==> src/rtl/ydiv_pkg.sv <==
package ydiv_pkg;

   typedef enum logic [1:0] {
      ST_IDLE = 2'd0,
      ST_RUN  = 2'd1,
      ST_FIN  = 2'd2
   } ydiv_state_e;

endpackage

==> src/rtl/ydiv_operands.sv <==
module ydiv_operands #(
   parameter int DW    = 64,
   parameter int IMM_W = 13
) (
   input  logic [DW-1:0]    rs1,
   input  logic [DW-1:0]    rs2,
   input  logic [IMM_W-1:0] imm,
   input  logic             use_imm,
   input  logic [DW/2-1:0]  y_in,
   input  logic             is_signed,
   input  logic             wide,
   output logic [DW-1:0]    mag_a,
   output logic [DW-1:0]    mag_b,
   output logic             neg_q,
   output logic             zero_div
);
   localparam int HW = DW / 2;

   logic [DW-1:0] imm_ext;
   logic [DW-1:0] op2;
   logic [DW-1:0] dvd;
   logic [DW-1:0] dvs;
   logic          sign_a;
   logic          sign_b;

   // Immediate widening: variant chosen by the immediate width.
   generate
      if (IMM_W < DW) begin : g_imm_sext
         assign imm_ext = {{(DW-IMM_W){imm[IMM_W-1]}}, imm};
      end else begin : g_imm_full
         assign imm_ext = imm[DW-1:0];
      end
   endgenerate

   assign op2 = use_imm ? imm_ext : rs2;

   always_comb begin
      if (wide) begin
         dvd = rs1;
         dvs = op2;
      end else begin
         dvd = {y_in, rs1[HW-1:0]};
         if (is_signed) dvs = {{HW{op2[HW-1]}}, op2[HW-1:0]};
         else           dvs = {{HW{1'b0}}, op2[HW-1:0]};
      end
   end

   assign sign_a   = is_signed & dvd[DW-1];
   assign sign_b   = is_signed & dvs[DW-1];
   assign mag_a    = sign_a ? ({DW{1'b0}} - dvd) : dvd;
   assign mag_b    = sign_b ? ({DW{1'b0}} - dvs) : dvs;
   assign neg_q    = sign_a ^ sign_b;
   assign zero_div = (dvs == {DW{1'b0}});

endmodule

==> src/rtl/ydiv_core.sv <==
module ydiv_core #(
   parameter int DW = 64
) (
   input  logic          clk,
   input  logic          rst_n,
   input  logic          load,
   input  logic          step,
   input  logic [DW-1:0] dividend,
   input  logic [DW-1:0] divisor,
   output logic [DW-1:0] quo
);
   logic [DW-1:0] rem_q;
   logic [DW-1:0] dvs_q;
   logic [DW:0]   shifted;
   logic [DW:0]   trial;

   // One restoring step: bring in the next dividend bit, try to subtract.
   assign shifted = {rem_q, quo[DW-1]};
   assign trial   = shifted - {1'b0, dvs_q};

   always_ff @(posedge clk or negedge rst_n) begin
      if (!rst_n) begin
         rem_q <= '0;
         dvs_q <= '0;
         quo   <= '0;
      end else if (load) begin
         rem_q <= '0;
         dvs_q <= divisor;
         quo   <= dividend;
      end else if (step) begin
         if (!trial[DW]) begin
            rem_q <= trial[DW-1:0];
            quo   <= {quo[DW-2:0], 1'b1};
         end else begin
            rem_q <= shifted[DW-1:0];
            quo   <= {quo[DW-2:0], 1'b0};
         end
      end
   end

endmodule

==> src/rtl/ydiv_fix.sv <==
module ydiv_fix #(
   parameter int DW = 64
) (
   input  logic [DW-1:0] qmag,
   input  logic          neg,
   input  logic          is_signed,
   input  logic          wide,
   output logic [DW-1:0] result,
   output logic          sat,
   output logic          fn,
   output logic          fz
);
   localparam int HW = DW / 2;
   localparam logic [DW-1:0] SAT_U    = {{HW{1'b0}}, {HW{1'b1}}};
   localparam logic [DW-1:0] SAT_P    = SAT_U >> 1;
   localparam logic [DW-1:0] SAT_N    = ~SAT_P;
   localparam logic [DW-1:0] HALF_MIN = {{(DW-1){1'b0}}, 1'b1} << (HW-1);

   logic [DW-1:0] qneg;
   logic          upper_nz;
   logic          upper_sgn_nz;

   assign qneg         = {DW{1'b0}} - qmag;
   assign upper_nz     = |qmag[DW-1:HW];
   assign upper_sgn_nz = |qmag[DW-1:HW-1];

   always_comb begin
      sat    = 1'b0;
      result = qmag;
      if (wide) begin
         result = neg ? qneg : qmag;
      end else if (!is_signed) begin
         sat    = upper_nz;
         result = upper_nz ? SAT_U : qmag;
      end else if (!neg) begin
         sat    = upper_sgn_nz;
         result = upper_sgn_nz ? SAT_P : qmag;
      end else begin
         sat    = (qmag > HALF_MIN);
         result = sat ? SAT_N : qneg;
      end
   end

   assign fn = result[HW-1];
   assign fz = (result[HW-1:0] == {HW{1'b0}});

endmodule

==> src/rtl/ydiv_top.sv <==
module ydiv_top
   import ydiv_pkg::*;
#(
   parameter int DW    = 64,
   parameter int IMM_W = 13
) (
   input  logic             clk,
   input  logic             rst_n,
   input  logic             start,
   input  logic [DW-1:0]    rs1,
   input  logic [DW-1:0]    rs2,
   input  logic [IMM_W-1:0] imm,
   input  logic             use_imm,
   input  logic [DW/2-1:0]  y_in,
   input  logic             is_signed,
   input  logic             wide,
   input  logic             set_flags,
   output logic             busy,
   output logic             done,
   output logic             result_we,
   output logic             div_zero,
   output logic [DW-1:0]    quotient,
   output logic             flags_we,
   output logic             flag_n,
   output logic             flag_z,
   output logic             flag_v,
   output logic             flag_c
);
   localparam int HW = DW / 2;
   localparam int CW = $clog2(DW + 1);

   generate
      if (DW < 8 || (DW % 2) != 0) begin : g_bad_dw
         $error("ydiv_top: DW must be even and at least 8");
      end
      if (IMM_W < 2 || IMM_W > DW) begin : g_bad_imm
         $error("ydiv_top: IMM_W must lie in 2..DW");
      end
   endgenerate

   ydiv_state_e   state_q;
   logic [CW-1:0] cnt_q;
   logic          sgn_q;
   logic          wide_q;
   logic          setf_q;
   logic          neg_q;

   logic [DW-1:0] mag_a;
   logic [DW-1:0] mag_b;
   logic          neg_c;
   logic          zero_c;
   logic [DW-1:0] qmag;
   logic [DW-1:0] fix_res;
   logic          fix_sat;
   logic          fix_n;
   logic          fix_z;
   logic          accept;
   logic          launch;
   logic          stepping;

   ydiv_operands #(.DW(DW), .IMM_W(IMM_W)) u_operands (
      .rs1       (rs1),
      .rs2       (rs2),
      .imm       (imm),
      .use_imm   (use_imm),
      .y_in      (y_in),
      .is_signed (is_signed),
      .wide      (wide),
      .mag_a     (mag_a),
      .mag_b     (mag_b),
      .neg_q     (neg_c),
      .zero_div  (zero_c)
   );

   assign accept   = start && (state_q == ST_IDLE);
   assign launch   = accept && !zero_c;
   assign stepping = (state_q == ST_RUN);

   ydiv_core #(.DW(DW)) u_core (
      .clk      (clk),
      .rst_n    (rst_n),
      .load     (launch),
      .step     (stepping),
      .dividend (mag_a),
      .divisor  (mag_b),
      .quo      (qmag)
   );

   ydiv_fix #(.DW(DW)) u_fix (
      .qmag      (qmag),
      .neg       (neg_q),
      .is_signed (sgn_q),
      .wide      (wide_q),
      .result    (fix_res),
      .sat       (fix_sat),
      .fn        (fix_n),
      .fz        (fix_z)
   );

   always_ff @(posedge clk or negedge rst_n) begin
      if (!rst_n) begin
         state_q   <= ST_IDLE;
         cnt_q     <= '0;
         sgn_q     <= 1'b0;
         wide_q    <= 1'b0;
         setf_q    <= 1'b0;
         neg_q     <= 1'b0;
         done      <= 1'b0;
         result_we <= 1'b0;
         div_zero  <= 1'b0;
         flags_we  <= 1'b0;
         quotient  <= '0;
         flag_n    <= 1'b0;
         flag_z    <= 1'b0;
         flag_v    <= 1'b0;
         flag_c    <= 1'b0;
      end else begin
         done      <= 1'b0;
         result_we <= 1'b0;
         div_zero  <= 1'b0;
         flags_we  <= 1'b0;
         unique case (state_q)
            ST_IDLE: begin
               if (accept) begin
                  if (zero_c) begin
                     done     <= 1'b1;
                     div_zero <= 1'b1;
                  end else begin
                     state_q <= ST_RUN;
                     cnt_q   <= CW'(DW);
                     sgn_q   <= is_signed;
                     wide_q  <= wide;
                     setf_q  <= set_flags;
                     neg_q   <= neg_c;
                  end
               end
            end
            ST_RUN: begin
               cnt_q <= cnt_q - 1'b1;
               if (cnt_q == CW'(1)) state_q <= ST_FIN;
            end
            ST_FIN: begin
               state_q   <= ST_IDLE;
               quotient  <= fix_res;
               flag_n    <= fix_n;
               flag_z    <= fix_z;
               flag_v    <= fix_sat;
               flag_c    <= 1'b0;
               done      <= 1'b1;
               result_we <= 1'b1;
               flags_we  <= setf_q;
            end
            default: state_q <= ST_IDLE;
         endcase
      end
   end

   assign busy = (state_q != ST_IDLE);

endmodule

==> config.mk <==
export PLATFORM = sky130hd
export DESIGN_NAME = ydiv_top
export DESIGN_NICKNAME = d
export VERILOG_FILES = /design/src/rtl/ydiv_pkg.sv /design/src/rtl/ydiv_operands.sv /design/src/rtl/ydiv_core.sv /design/src/rtl/ydiv_fix.sv /design/src/rtl/ydiv_top.sv
export SDC_FILE = /design/constraint.sdc
export NUM_CORES = 1
export LEC_CHECK = 0
export CORE_AREA = 2 2 233 235
export DETAILED_ROUTE_END_ITERATION = 12
export DIE_AREA = 0 0 235 237
export PLACE_DENSITY = 0.66
export REMOVE_ABC_BUFFERS = 1
export SLEW_MARGIN = 20
export SYNTH_ARGS = -nofsm -noshare
export SYNTH_HDL_FRONTEND = slang
export SYNTH_HIERARCHICAL = 1
export SYNTH_SLANG_ARGS = --single-unit
==> constraint.sdc <==
create_clock -name clk -period 5.1 [get_ports clk]
set_input_delay 0.765 -clock clk [delete_from_list [all_inputs] [get_ports clk]]
set_output_delay 0.765 -clock clk [all_outputs]
set_load 0.05 [all_outputs]
==> results of run 1 <==
==> stage by stage <==
step                      hold WS, ns  worst slack [ns]
final                           0.203             0.665
after global routing            0.241             0.456
after CTS                       0.234             0.751
after detailed placement        0.463             0.386
after global placement          0.460             0.584
after floorplan                 0.446             -1.96
==> cell families (layout without fill, tap and decap cells) <==
kind of cell | Yosys count | after routing | synth area share, %
AND/OR/NAND/NOR | 965 | 965 | 20.0
AO/OA/AOI/OAI | 910 | 910 | 23.9
buffers and inverters | 334 | 518 | 5.93
flip-flops | 276 | 276 | 28.5
multiplexers | 241 | 241 | 10.6
XOR/XNOR | 205 | 205 | 7.45
adder cells (fa/ha/maj) | 70 | 70 | 3.65
other | 1 | 1 | 0.0155
==> power groups by stage <==
stage,combinational [mW],sequential (mW),clock [mW]
4_1_cts,13.1,4.34,2.56
6_report,13.3,4.35,2.51
2_1_floorplan,8.90,4.81,0
3_3_place_gp,12.9,4.34,0
3_5_place_dp,13.0,4.37,0
5_1_grt,14.5,4.51,2.65
==> worst max-delay path, stage by stage (launching register included) <==
cell	delay [ns]
dfrtp_1	0.42
ha_1	0.51
and4_1	0.26
nand3_1	0.20
nor4_1	0.60
nand3_1	0.19
nor3_1	0.31
a211oi_2	0.17
xnor2_4	0.72
buf_12	0.27
buf_4	0.21
mux2i_1	0.27
a211oi_1	0.11
==> metal layers <==
layer	share of wire (%)	wire (um)	global-route usage, %	vias to the layer above
li1	-	-	-	11300
met1	45	38000	41.3	11600
met3	7.4	6180	4.65	147
met5	0.016	13	0	-
met2	44	37100	45.4	1013
met4	3.0	2520	10.1	2
==> synthesized netlist by cell type (all sizes together) (14+ instances only) <==
cell    instances
and2           14
o21ai         291
nor2          243
xnor2         105
mux2i         158
dfrtp         276
a21o           53
nor4           58
a31oi          38
nor2b          28
o211ai         15
or3            31
xor2          100
buf            64
o21a           19
or4            27
mux2           83
or2            16
a22oi          15
o22ai          19
nor3b          17
nand4          47
inv           124
o31ai          51
clkbuf        146
a21oi         208
nor3           79
ha             69
o21bai         19
nand3          40
o41ai          19
nand2         295
a211oi         63
nand2b         21
==> registers in the layout (all words and copies together), names as in the netlist, 2 cells and up <==
name / count
quotient: 64
u_core/quo: 64
cnt_q: 7
u_core/rem_q: 64
u_core/dvs_q: 64
state_q: 2
==> cell usage in the layout, fill, tap and decap left out, types with 50 or more instances in the layout <==
cell type        synthesis  routed
mux2i_1                158     158
dfrtp_1                276     275
nand2_1                295     295
inv_1                  124     123
a21oi_1                208     208
a21o_1                  53      53
clkdlybuf4s50_1          0     248
buf_4                   15      82
o21ai_0                266     266
mux2_2                  70      70
nor2_1                 243     242
xor2_1                 100     100
nor4_1                  50      50
nor3_1                  77      77
a211oi_1                62      62
ha_1                    69      69
xnor2_1                104     104
==> final cells by class <==
class                   instances  area, um2  share of cell area (%)
clock buffers                  47       1020                    3.58
clock inverters                 9        115                   0.404
inverters                     124        470                    1.65
multi-input cells            2392      15900                    55.7
flip-flops and latches        276       6910                    24.2
well taps                     696        871                    3.05
repair buffers                338       3240                    11.4
==> worst paths after layout <==
| check | start | endpoint | slack (ns) | depth (start not counted) |
|---|---|---|---|---|
| worst max-delay path | u_core/rem_q[55] | u_core/rem_q[8] | 0.66 | 12 |
| worst min-delay path | rst_n | u_core/dvs_q[11] | 0.20 | 1 |
| worst max register to register | u_core/rem_q[55] | u_core/rem_q[8] | 0.66 | 12 |
| worst min register to register | setf_q | flags_we | 0.46 | 1 |
| max in group asynchronous | rst_n | quotient[39] | 3.68 | 2 |
| min in group clk | setf_q | flags_we | 0.46 | 1 |
==> results.toml, run 1 <==
[outcome]
outcome = "finished clean"

[placed_design]
placedCellCount = 3826
dpl.hpwl_um = 63900
gp_congestion = 0.993
port_buffers = 251
dpl_cell_area_um2 = 27400

[clock_tree]
cts_root_buffer = "clkbuf_16"
cts_buffers = 34
cts_hold_buf = 0
clkSinkCount = 276
path_clk_slew_ns = 0.06
cts_resized = 0
cts_buffer_depth = 3
htree_levels = 2
cts_tree = "done"
postCtsSetupBuffers = 0
insertion_delay_ns = 0.56

[synthesis]
synth.distinct_cells = 104
synth.top_cells.by_area = "dfrtp_1 (29%), mux2i_1 (6.5%), o21ai_0 (5.5%), nand2_1 (4.6%), a21oi_1 (4.3%)"
synth.avg_cell_area_um2 = 8.06
synth_edf_count = 0
async_flop_share_pct = 100
synth_top_area_share_pct = 28.5
syn_inst = 3002
synth-warning-count = 6
ys.flop_type = "dfrtp_1"
netlist_area_um2 = 24200
synth.largest_area_cell = "dfrtp_1"
yosysSeqAreaShare_pct = 28.5
synth.ff_latch_count = 276

[final_layout]
syn2layout_area_growth_pct = 17.8
fill_cells = 5028
final_util_pct = 53.5
stdcell_count = 3882
drive_gt1_share_pct = 8.95
nNetsFinal = 3416
final_cell_area_um2 = 28500
insertedDiodeCount = 0

[critical_path]
crit_required_ns = 5.48
path_max_fanout = 23
start_kind = "flop"
path_class = "flop to flop"
crit_path_end_kind = "flop"
arrival_ns = 4.81

[power]
swShare_pct = 49.6
p_switching_mw = 9.99
intPower_mw = 10.2
totalPowerFinal_mw = 20.1
irDropWorstVdd_v = 0.000373
pwr-share-seq_pct = 21.6
clockPowerShare_pct = 12.5
power.density_nw_per_um2 = 707
p_leak_nw = 11.9
pwr-share-comb_pct = 65.9

[floorplanning]
die_area_um2 = 55700
die-width_um = 235
initial_core_util_pct = 45.4
pin_count = 253
core_um2 = 53300
num_rows = 85
dieHeight_um = 237

[grt]
grt.total_usage_pct = 29.3
grt_remaining_overflow = 0
grt_pass1_wl_um = 131000
grt_max_degree = 133
antenna_found_initial = 2
grt_pass1_vias = 23200

[timing]
slew_headroom_pct = 16.9
min_period_over_period_pct = 87.0
rsz0062_at_grt = "no"
finalWorstPathRequiredPeriod_ns = 4.44
hold_viol = 0
finalSetupViolCount = 0
tns_ns = 0
finalMaxSlewViolations = 0
fmax_mhz = 225
finClkSkew_ns = 0.0196
tightest_slew_ns = 1.23

[detailed_routing]
initialDrtViolationCount = 2426
drc = 0
via_per_inst = 6.20
drtPass1Iterations = 6
via_count = 24100
wl_per_cell_um = 21.6
wirelength_um = 83800
ant_nets = 0

[worst_hold_path]
hp-class = "input pin to asynchronous set/reset pin"

[run]
maxCapViolCount = 0
Note: power is estimated with default switching activity, not from simulation.
==> run 2, diff against run 1 <==
--- a/config.mk
+++ b/config.mk
@@ -5,6 +5,7 @@
 export SDC_FILE = /design/constraint.sdc
 export NUM_CORES = 1
 export LEC_CHECK = 0
+export ABC_CLOCK_PERIOD_IN_PS = 5100
 export CORE_AREA = 2 2 233 235
 export DETAILED_ROUTE_END_ITERATION = 12
 export DIE_AREA = 0 0 235 237
==> results of run 2 <==
The final DEF is identical to that of run 1; final timing and power are the same.
==> run 3, diff against run 2 <==
--- a/config.mk
+++ b/config.mk
@@ -6,6 +6,7 @@
 export NUM_CORES = 1
 export LEC_CHECK = 0
 export ABC_CLOCK_PERIOD_IN_PS = 5100
+export CAP_MARGIN = 20
 export CORE_AREA = 2 2 233 235
 export DETAILED_ROUTE_END_ITERATION = 12
 export DIE_AREA = 0 0 235 237
==> results of run 3 <==
The final DEF is identical to that of run 1; final timing and power are the same.
